## src/rtl/rep_mon_pkg.sv

```systemverilog
package rep_mon_pkg;
  localparam int FLAG_N   = 4;
  localparam int FL_LONG  = 0;
  localparam int FL_NOISE = 1;
  localparam int FL_STUCK = 2;
  localparam int FL_OFLO  = 3;
endpackage

```

## src/rtl/run_len_det.sv

```systemverilog
module run_len_det #(
  parameter int LONG_RUN  = 34,
  parameter int NOISE_RUN = 48
) (
  input  logic clk_i,
  input  logic rst_ni,
  input  logic bit_vld_i,
  input  logic bit_i,
  input  logic restart_i,
  output logic long_evt_o,
  output logic noise_evt_o
);
  localparam int RUN_W = $clog2(NOISE_RUN + 1);

  logic [RUN_W-1:0] run_q;
  logic             last_q, have_q;
  logic             take, same, inc;

  assign take = bit_vld_i & ~restart_i;
  assign same = have_q & (bit_i == last_q);
  // count stops at NOISE_RUN so each threshold is crossed once per run
  assign inc  = take & same & (run_q < RUN_W'(NOISE_RUN));
  assign long_evt_o  = inc & (run_q == RUN_W'(LONG_RUN - 1));
  assign noise_evt_o = inc & (run_q == RUN_W'(NOISE_RUN - 1));

  always_ff @(posedge clk_i or negedge rst_ni) begin
    if (!rst_ni) begin
      run_q  <= '0;
      last_q <= 1'b0;
      have_q <= 1'b0;
    end else if (restart_i) begin
      run_q  <= '0;
      have_q <= 1'b0;
    end else if (take) begin
      last_q <= bit_i;
      have_q <= 1'b1;
      if (!same)    run_q <= RUN_W'(1);
      else if (inc) run_q <= run_q + RUN_W'(1);
    end
  end


  run_restart_chk: assert property (@(posedge clk_i) disable iff (!rst_ni)
    (take && have_q && (bit_i != last_q)) |=> (run_q == RUN_W'(1)));


  long_cnt_chk: assert property (@(posedge clk_i) disable iff (!rst_ni)
    long_evt_o |=> (run_q == RUN_W'(LONG_RUN)));
endmodule

```

## src/rtl/word_rep_det.sv

```systemverilog
module word_rep_det #(
  parameter int WORD_W = 16
) (
  input  logic              clk_i,
  input  logic              rst_ni,
  input  logic              word_vld_i,
  input  logic [WORD_W-1:0] word_i,
  input  logic              restart_i,
  output logic              rep_evt_o
);
  logic [WORD_W-1:0] prev_q;
  logic              have_q;
  logic              take;

  assign take      = word_vld_i & ~restart_i;
  assign rep_evt_o = take & have_q & (word_i == prev_q);

  always_ff @(posedge clk_i or negedge rst_ni) begin
    if (!rst_ni) begin
      prev_q <= '0;
      have_q <= 1'b0;
    end else if (restart_i) begin
      have_q <= 1'b0;
    end else if (take) begin
      prev_q <= word_i;
      have_q <= 1'b1;
    end
  end


  first_word_chk: assert property (@(posedge clk_i) disable iff (!rst_ni)
    restart_i |=> !rep_evt_o);
endmodule

```

## src/rtl/alarm_ctr.sv

```systemverilog
module alarm_ctr #(
  parameter int CNT_W = 8
) (
  input  logic             clk_i,
  input  logic             rst_ni,
  input  logic [1:0]       ev_cnt_i,
  input  logic [CNT_W-1:0] thresh_i,
  input  logic             restart_i,
  output logic             trip_o,
  output logic             shut_o
);
  localparam int SUM_W = CNT_W + 2;
  localparam logic [SUM_W-1:0] CNT_MAX = SUM_W'((1 << CNT_W) - 1);

  logic [CNT_W-1:0] cnt_q, cnt_nxt;
  logic [SUM_W-1:0] sum;
  logic             shut_q;

  assign sum     = {2'b00, cnt_q} + {{CNT_W{1'b0}}, ev_cnt_i};
  assign cnt_nxt = (sum > CNT_MAX) ? CNT_MAX[CNT_W-1:0] : sum[CNT_W-1:0];
  assign trip_o  = (ev_cnt_i != 2'd0) & (cnt_nxt >= thresh_i);
  assign shut_o  = shut_q;

  always_ff @(posedge clk_i or negedge rst_ni) begin
    if (!rst_ni) begin
      cnt_q  <= '0;
      shut_q <= 1'b0;
    end else if (restart_i) begin
      cnt_q  <= '0;
      shut_q <= 1'b0;
    end else begin
      cnt_q <= cnt_nxt;
      if (trip_o) shut_q <= 1'b1;
    end
  end


  idle_cnt_chk: assert property (@(posedge clk_i) disable iff (!rst_ni)
    (!restart_i && ev_cnt_i == 2'd0) |=> $stable(cnt_q));


  no_wrap_chk: assert property (@(posedge clk_i) disable iff (!rst_ni)
    (!restart_i && $past(cnt_q) == CNT_MAX[CNT_W-1:0] && !$past(restart_i))
      |-> (cnt_q != '0 || $past(ev_cnt_i) == 2'd0));
endmodule

```

## src/rtl/rep_monitor.sv

```systemverilog
module rep_monitor
  import rep_mon_pkg::*;
#(
  parameter int WORD_W    = 16,
  parameter int LONG_RUN  = 34,
  parameter int NOISE_RUN = 48,
  parameter int CNT_W     = 8
) (
  input  logic              clk_i,
  input  logic              rst_ni,
  input  logic              bit_vld_i,
  input  logic              bit_i,
  input  logic              word_vld_i,
  input  logic [WORD_W-1:0] word_i,
  input  logic [CNT_W-1:0]  alarm_thresh_i,
  input  logic              restart_i,
  input  logic [FLAG_N-1:0] flag_clr_i,
  output logic [FLAG_N-1:0] flags_o,
  output logic              shutdown_o
);
  logic              long_evt, noise_evt, rep_evt, trip;
  logic [1:0]        ev_cnt;
  logic [FLAG_N-1:0] set_vec, flags_q;

  run_len_det #(.LONG_RUN(LONG_RUN), .NOISE_RUN(NOISE_RUN)) u_run (
    .clk_i, .rst_ni, .bit_vld_i, .bit_i, .restart_i,
    .long_evt_o(long_evt), .noise_evt_o(noise_evt)
  );

  word_rep_det #(.WORD_W(WORD_W)) u_word (
    .clk_i, .rst_ni, .word_vld_i, .word_i, .restart_i,
    .rep_evt_o(rep_evt)
  );

  assign ev_cnt = {1'b0, long_evt} + {1'b0, noise_evt} + {1'b0, rep_evt};

  alarm_ctr #(.CNT_W(CNT_W)) u_alarm (
    .clk_i, .rst_ni, .ev_cnt_i(ev_cnt), .thresh_i(alarm_thresh_i),
    .restart_i, .trip_o(trip), .shut_o(shutdown_o)
  );

  always_comb begin
    set_vec           = '0;
    set_vec[FL_LONG]  = long_evt;
    set_vec[FL_NOISE] = noise_evt;
    set_vec[FL_STUCK] = rep_evt;
    set_vec[FL_OFLO]  = trip;
  end

  // set beats clear
  always_ff @(posedge clk_i or negedge rst_ni) begin
    if (!rst_ni) flags_q <= '0;
    else         flags_q <= (flags_q & ~flag_clr_i) | set_vec;
  end

  assign flags_o = flags_q;


  shut_hold_chk: assert property (@(posedge clk_i) disable iff (!rst_ni)
    (shutdown_o && !restart_i) |=> shutdown_o);


  restart_clr_chk: assert property (@(posedge clk_i) disable iff (!rst_ni)
    restart_i |=> !shutdown_o);


  sticky_chk: assert property (@(posedge clk_i) disable iff (!rst_ni)
    1'b1 |=> ((~flags_o & $past(flags_o & ~flag_clr_i)) == '0));


  oflo_flag_chk: assert property (@(posedge clk_i) disable iff (!rst_ni)
    $rose(shutdown_o) |-> flags_o[FL_OFLO]);


  restart_quiet_chk: assert property (@(posedge clk_i) disable iff (!rst_ni)
    restart_i |=> ((flags_o & ~$past(flags_o & ~flag_clr_i)) == '0));
endmodule

```

## config.mk

```make
export PLATFORM = sky130hd
export DESIGN_NAME = rep_monitor
export DESIGN_NICKNAME = d
export VERILOG_FILES = /design/src/rtl/rep_mon_pkg.sv /design/src/rtl/run_len_det.sv /design/src/rtl/word_rep_det.sv /design/src/rtl/alarm_ctr.sv /design/src/rtl/rep_monitor.sv
export SDC_FILE = /design/constraint.sdc
export NUM_CORES = 1
export LEC_CHECK = 0
export BUFFER_PORTS_ARGS = -buffer_cell sky130_fd_sc_hd__buf_2
export CAP_MARGIN = 20
export CORE_UTILIZATION = 40
export CTS_CLUSTER_DIAMETER = 30
export DETAILED_ROUTE_END_ITERATION = 8
export PLACE_DENSITY = 0.68
export SYNTH_ARGS = -nofsm -noshare
export SYNTH_HDL_FRONTEND = slang
export SYNTH_SLANG_ARGS = --single-unit
```

## constraint.sdc

```tcl
create_clock -name clk_i -period 5.8 [get_ports clk_i]
set_input_delay 0.58 -clock clk_i [delete_from_list [all_inputs] [get_ports clk_i]]
set_output_delay 0.58 -clock clk_i [all_outputs]
set_load 0.02 [all_outputs]
```

==> Word-level counts from Yosys, hierarchy flattened <==
Cells that the tools add are included.
{ "totals": {"mem_bits_rw": 0, "word_cells": 53, "output_inout_bits": 5, "n_memories": 0, "regBits": 38, "romBits": 0, "latch_bits": 0} }
{ "op_classes": {"add_sub_neg": 4, "n_mux": 12, "shifts": 0, "eq_ne": 5, "div": 0, "n_reduce_logical": 7, "bitwise": 14, "magnitude_cmp": 3, "n_mul": 0} }
{ "op_table": {"columns": ["cell", "count"], "rows": [
  ["6-bit two-way mux", 4],
  ["16-bit == test", 1],
  ["8-bit two-way mux", 2],
  ["6-bit == test (second input constant)", 2],
  ["1-bit bitwise AND", 10],
  ["10-bit by 8-bit > comparator with 1-bit output (second input constant)", 1],
  ["8-bit by 2-bit adder with 9-bit output", 1],
  ["8-bit >= comparator", 1],
  ["2-bit nonzero test", 4],
  ["6-bit by 1-bit adder with 6-bit output (second input constant)", 1],
  ["6-bit < comparator (second input constant)", 1],
  ["1-bit two-way mux", 6],
  ["2-bit AND reduction", 3],
  ["4-bit bitwise AND", 1],
  ["4-bit inverter", 1],
  ["4-bit bitwise OR", 1],
  ["3-bit inequality test (second input constant)", 1],
  ["1-bit by 1-bit adder with 2-bit output", 1],
  ["2-bit by 1-bit adder with 2-bit output", 1],
  ["1-bit == test", 1],
  ["1-bit inverter", 1]
]} }

==> Longest topological paths before layout <==
{ "depth": {"ltp_word": 14, "ltp_mapped": 18, "mapped_depth_nobuf": 16} }

==> By module <==
A second synthesis with hierarchy kept.
{ "unflattened": {"cells_unflattened": 203, "hier_area_um2": 2237.1} }
{ "by_module_without_submodules": {"columns": ["mod", "area_each_um2", "cells_per_inst", "seq_area_each_um2", "n_inst"], "rows": [
  ["word_rep_det", 829.5, 60, 425.4, 1],
  ["alarm_ctr", 723.2, 76, 225.2, 1],
  ["run_len_det", 519.2, 54, 200.2, 1],
  ["rep_monitor", 165.2, 13, 100.1, 1]
]} }

==> Worst setup path before layout <==
Ideal clock, no wire load.
{ "synth_path": {"kind": "input -> register", "startpoint": "input restart_i", "endpoint": "register flags_q[3] (netlist: flags_o[3])", "setup_ns": 0.135, "path_buffers": 3, "arrival_time_ns": 3.989, "path_slack_ns": 1.676, "path_stages": 18, "cell_sequence": "buf_2 > nor2b_1 > buf_2 > nand4_1 > nor3_1 > fa_1 > ha_1 > inv_1 > fa_1 > and4b_1 > buf_6 > a311oi_1 > a21oi_2 > ha_1 > a21oi_1 > o21ai_0 > nor4_1 > o22ai_1"} }
{ "synth_via": {"elab_chain_len": 13, "elab_cells_between_ends": 18, "classes_between": "add/sub (3); order compare (2); mux (1); bitwise (11); reduce/logical (1)"} }
{ "synth_lines": {"columns": ["element", "line_no", "text"], "rows": [
  ["from (decl)", "rep_monitor.sv:16", "input logic restart_i,"],
  ["1-bit inverter (no source line) *", null, null],
  ["1-bit bitwise AND", "run_len_det.sv:19", "assign take = bit_vld_i & ~restart_i;"],
  ["1-bit bitwise AND (2 in a row)", "run_len_det.sv:22", "assign inc = take & same & (run_q < RUN_W'(NOISE_RUN));"],
  ["1-bit bitwise AND (on tied branches)", "run_len_det.sv:23, run_len_det.sv:24", null],
  ["1-bit by 1-bit adder with 2-bit output", "rep_monitor.sv:35", "assign ev_cnt = {1'b0, long_evt} + {1'b0, noise_evt} + {1'b0, rep_evt};"],
  ["2-bit by 1-bit adder with 2-bit output *", "rep_monitor.sv:35", null],
  ["8-bit by 2-bit adder with 9-bit output", "alarm_ctr.sv:19", "assign sum = {2'b00, cnt_q} + {{CNT_W{1'b0}}, ev_cnt_i};"],
  ["10-bit by 8-bit > comparator with 1-bit output", "alarm_ctr.sv:20", "assign cnt_nxt = (sum > CNT_MAX) ? CNT_MAX[CNT_W-1:0] : sum[CNT_W-1:0];"],
  ["8-bit two-way mux", "alarm_ctr.sv:20", null],
  ["8-bit >= comparator", "alarm_ctr.sv:21", "assign trip_o = (ev_cnt_i != 2'd0) & (cnt_nxt >= thresh_i);"],
  ["1-bit bitwise AND *", "alarm_ctr.sv:21", null],
  ["4-bit bitwise OR *", "rep_monitor.sv:53", "else flags_q <= (flags_q & ~flag_clr_i) | set_vec;"],
  ["to (signal assigned)", "rep_monitor.sv:53", null],
  ["to (decl)", "rep_monitor.sv:23", "logic [FLAG_N-1:0] set_vec, flags_q;"]
]} }
Mark *: on every way between the ends. The rest lies on a longest branch, timed or not.
A chain may end at the register's enable or synchronous reset.

==> Worst setup path in the final report <==
Same ends and word-level chain as after synthesis.

==> impl_metrics.env <==
export IMPL_yosys_warnings=0
export IMPL_hpwl_mm=3.06
export IMPL_core_region_area_um2=5170
export IMPL_place_congestion=0.762
export IMPL_clk_pin_slew_ns=0.07
export IMPL_drv_slew=0
export IMPL_cts_buffer_depth=2
export IMPL_drcViolationCount=0
export IMPL_ys_flop_type="dfrtp_1"
export IMPL_avgSynthCellArea_um2=10.7
export IMPL_timing_final_hold_violations=0
export IMPL_ir_drop_v=0.000146
export IMPL_synth_cell_types=42
export IMPL_cp_max_fo=18
export IMPL_critical_path_startpoint_type="primary input"
export IMPL_cts_buffers=5
export IMPL_post_cts_resize_count=0
export IMPL_syn_num_nets=252
export IMPL_ctsHoldBuffers=0
export IMPL_routedWlPerCell_um=12.6
export IMPL_cap_viol_max_count=0
export IMPL_start_util=0.422
export IMPL_io_buffer_count=38
export IMPL_die_y_um=75.9
export IMPL_cp_arrival_ns=4.49
export IMPL_antenna_found_initial=0
export IMPL_worst_slew_pin_slew_ns=0.806
export IMPL_cts_root_buf="clkbuf_8"
export IMPL_vias=1567
export IMPL_r2r_start="u_run.last_q$_DFFE_PN0P_"
export IMPL_rr_worst_depth=15
export IMPL_drt_vias_per_instance=4.97
export IMPL_cts_setup_buffers=0
export IMPL_tritoncts="built"
export IMPL_period_needed_ns=4.33
export IMPL_io_pin_count=39
export IMPL_final_area_um2=2550
export IMPL_cp_required_ns=5.97
export IMPL_slew_headroom=0.463
export IMPL_fin_crit_sh=0.746
export IMPL_syn_to_final_growth_pct=16.7
export IMPL_grt_max_degree=39
export IMPL_synth_cells=204
export IMPL_grt_pass1_wl_mm=7.05
export IMPL_ant_nets=0
export IMPL_clock_latency_ns=0.29
export IMPL_setup_tns_ns=0
export IMPL_grt_pass1_vias=1605
export IMPL_status="complete, no violations"
export IMPL_total_leakage_power_nw=1.24
export IMPL_fmax_ghz=0.231
export IMPL_yosysTopAreaCell="dfrtp_1"
export IMPL_dr_pass1_iters=4
export IMPL_crit_reg2reg_capture="flags_o[3]$_DFF_PN0_"
export IMPL_hold_class="primary input to async pin"
export IMPL_grt_ovfl_total=0
export IMPL_die_area_um2=5760
export IMPL_drt_iter0_drc=58
export IMPL_dieWidth_um=75.9
export IMPL_htreeDepth=2
export IMPL_yosysMostFrequentCell="dfrtp_1"
export IMPL_syn_cell_area_um2=2180
export IMPL_synth_edf_count=0
export IMPL_grtUsageTotal=0.153
export IMPL_core_rowCount=26
export IMPL_async_flop_share=1.00
export IMPL_rsz0062_at_grt="no"
export IMPL_cts_sinks=38
export IMPL_routed_wl_mm=3.96
export IMPL_critPathKind="primary input to flop"
export IMPL_ys_top_cells_by_area="dfrtp_1, mux2_2, ha_1"
export IMPL_fillers=492
export IMPL_yosysSeqAreaShare=0.435
export IMPL_skew_ns=0.00753
export IMPL_whs_ns=0.372
export IMPL_synthTopCellsByCount="dfrtp_1, inv_1, mux2_2, xor2_1, ha_1"
export IMPL_reg2reg_slack_ns=1.50
export IMPL_yosysTopAreaCellShare=0.435
export IMPL_ys_ff_latch=38
export IMPL_power_density_nw_per_um2=235
export IMPL_setup_viol=0
export IMPL_placed_area_um2=2440
export IMPL_antennaDiodeCount=0
export IMPL_nNetsFinal=293
export IMPL_cp_end_kind="flop"
export IMPL_drive_above_1_share=0.290
[metrics by stage]
step                setup slack, ns  utilization  power (W)  std cells
floorplan                      1.68            -   0.000351        204
global placement               1.21        0.471   0.000378        308
detailed placement             1.13        0.471   0.000380        308
CTS                            1.44        0.493   0.000611        315
global route                   1.10        0.493   0.000632        315
finish                         1.47        0.493   0.000600        315
[cell usage in the layout (no fill, tap or decap), drive strengths merged, types with 2 or more instances in the layout]
master / synthesis / layout
xor2: 16 / 16
ha: 12 / 12
nor3: 4 / 4
buf: 4 / 39
nand3: 3 / 3
a211oi: 2 / 2
o21ai: 4 / 4
or3: 3 / 3
dfrtp: 38 / 38
a21oi: 11 / 11
nor2: 11 / 11
nand4: 3 / 3
a31oi: 4 / 4
mux2: 17 / 17
clkbuf: 1 / 6
nor2b: 11 / 11
xnor2: 5 / 5
a21o: 3 / 3
inv: 20 / 20
fa: 2 / 2
o22ai: 3 / 3
nand2: 11 / 11
nor4: 5 / 5
o31ai: 2 / 2
[cell type report]
class                           instances  area, um2  share of cell area
Inverter                               20       75.1              0.0294
Clock inverter                          1       30.0              0.0118
Tap cell                               70       87.6              0.0343
Timing Repair Buffer                   39        198              0.0775
Sequential cell                        38        951               0.373
Multi-Input combinational cell        141       1130               0.442
Clock buffer                            6       82.6              0.0324
[kinds of logic (layout without fill, tap and decap cells)]
logic type,count (synthesis),count (layout),synth area share
buffers and inverters,25,66,0.0493
AOI/OAI and AO/OA,35,35,0.109
and+or+nand+nor,53,53,0.140
DFF,38,38,0.435
adders and majority gates,14,14,0.0871
muxes,18,18,0.0922
xor gates and xnor gates,21,21,0.0876
[how the worst max path moves through the flow]
stage                    from                   end  slack (ns)
floorplan           restart_i  flags_o[3]$_DFF_PN0_        1.68
global route        restart_i  flags_o[3]$_DFF_PN0_        1.10
detailed placement  restart_i  flags_o[3]$_DFF_PN0_        1.13
global placement    restart_i  flags_o[3]$_DFF_PN0_        1.21
CTS                 restart_i  flags_o[3]$_DFF_PN0_        1.44
finish              restart_i  flags_o[3]$_DFF_PN0_        1.47
[where the power goes]
group	switching [W]	internal [W]
Clock	0.0000882	0.000138
Combinational	0.0000354	0.0000410
Sequential	0.0000134	0.000284
[sequential cells by signal, summed over array words and instances (netlist names)]
register        count
flags_o             4
u_alarm.cnt_q       8
u_alarm.shut_o      1
u_run.have_q        1
u_run.last_q        1
u_run.run_q         6
u_word.have_q       1
u_word.prev_q      16
[worst max-delay path, stage by stage]
cell and delay [ns]:
buf_2 0.22, nor2b_2 0.18, nand4_1 0.20, nor4b_2 0.47
fa_1 0.51, ha_1 0.23, inv_1 0.07, fa_1 0.21
and4b_1 0.30, a311oi_1 0.35, a21oi_2 0.12, ha_1 0.30
a21oi_1 0.16, o21ai_0 0.18, nor4_1 0.30, o22ai_1 0.12
[metal layers]
layer | vias up | track usage | routed length [um]
met2 | 29 | 0.257 | 1890
li1 | 796 | - | -
met3 | 5 | 0.0422 | 161
met1 | 737 | 0.191 | 1860
met4 | 0 | 0.0462 | 42
met5 | - | 0 | 0
(Power assumes the default switching activity.)
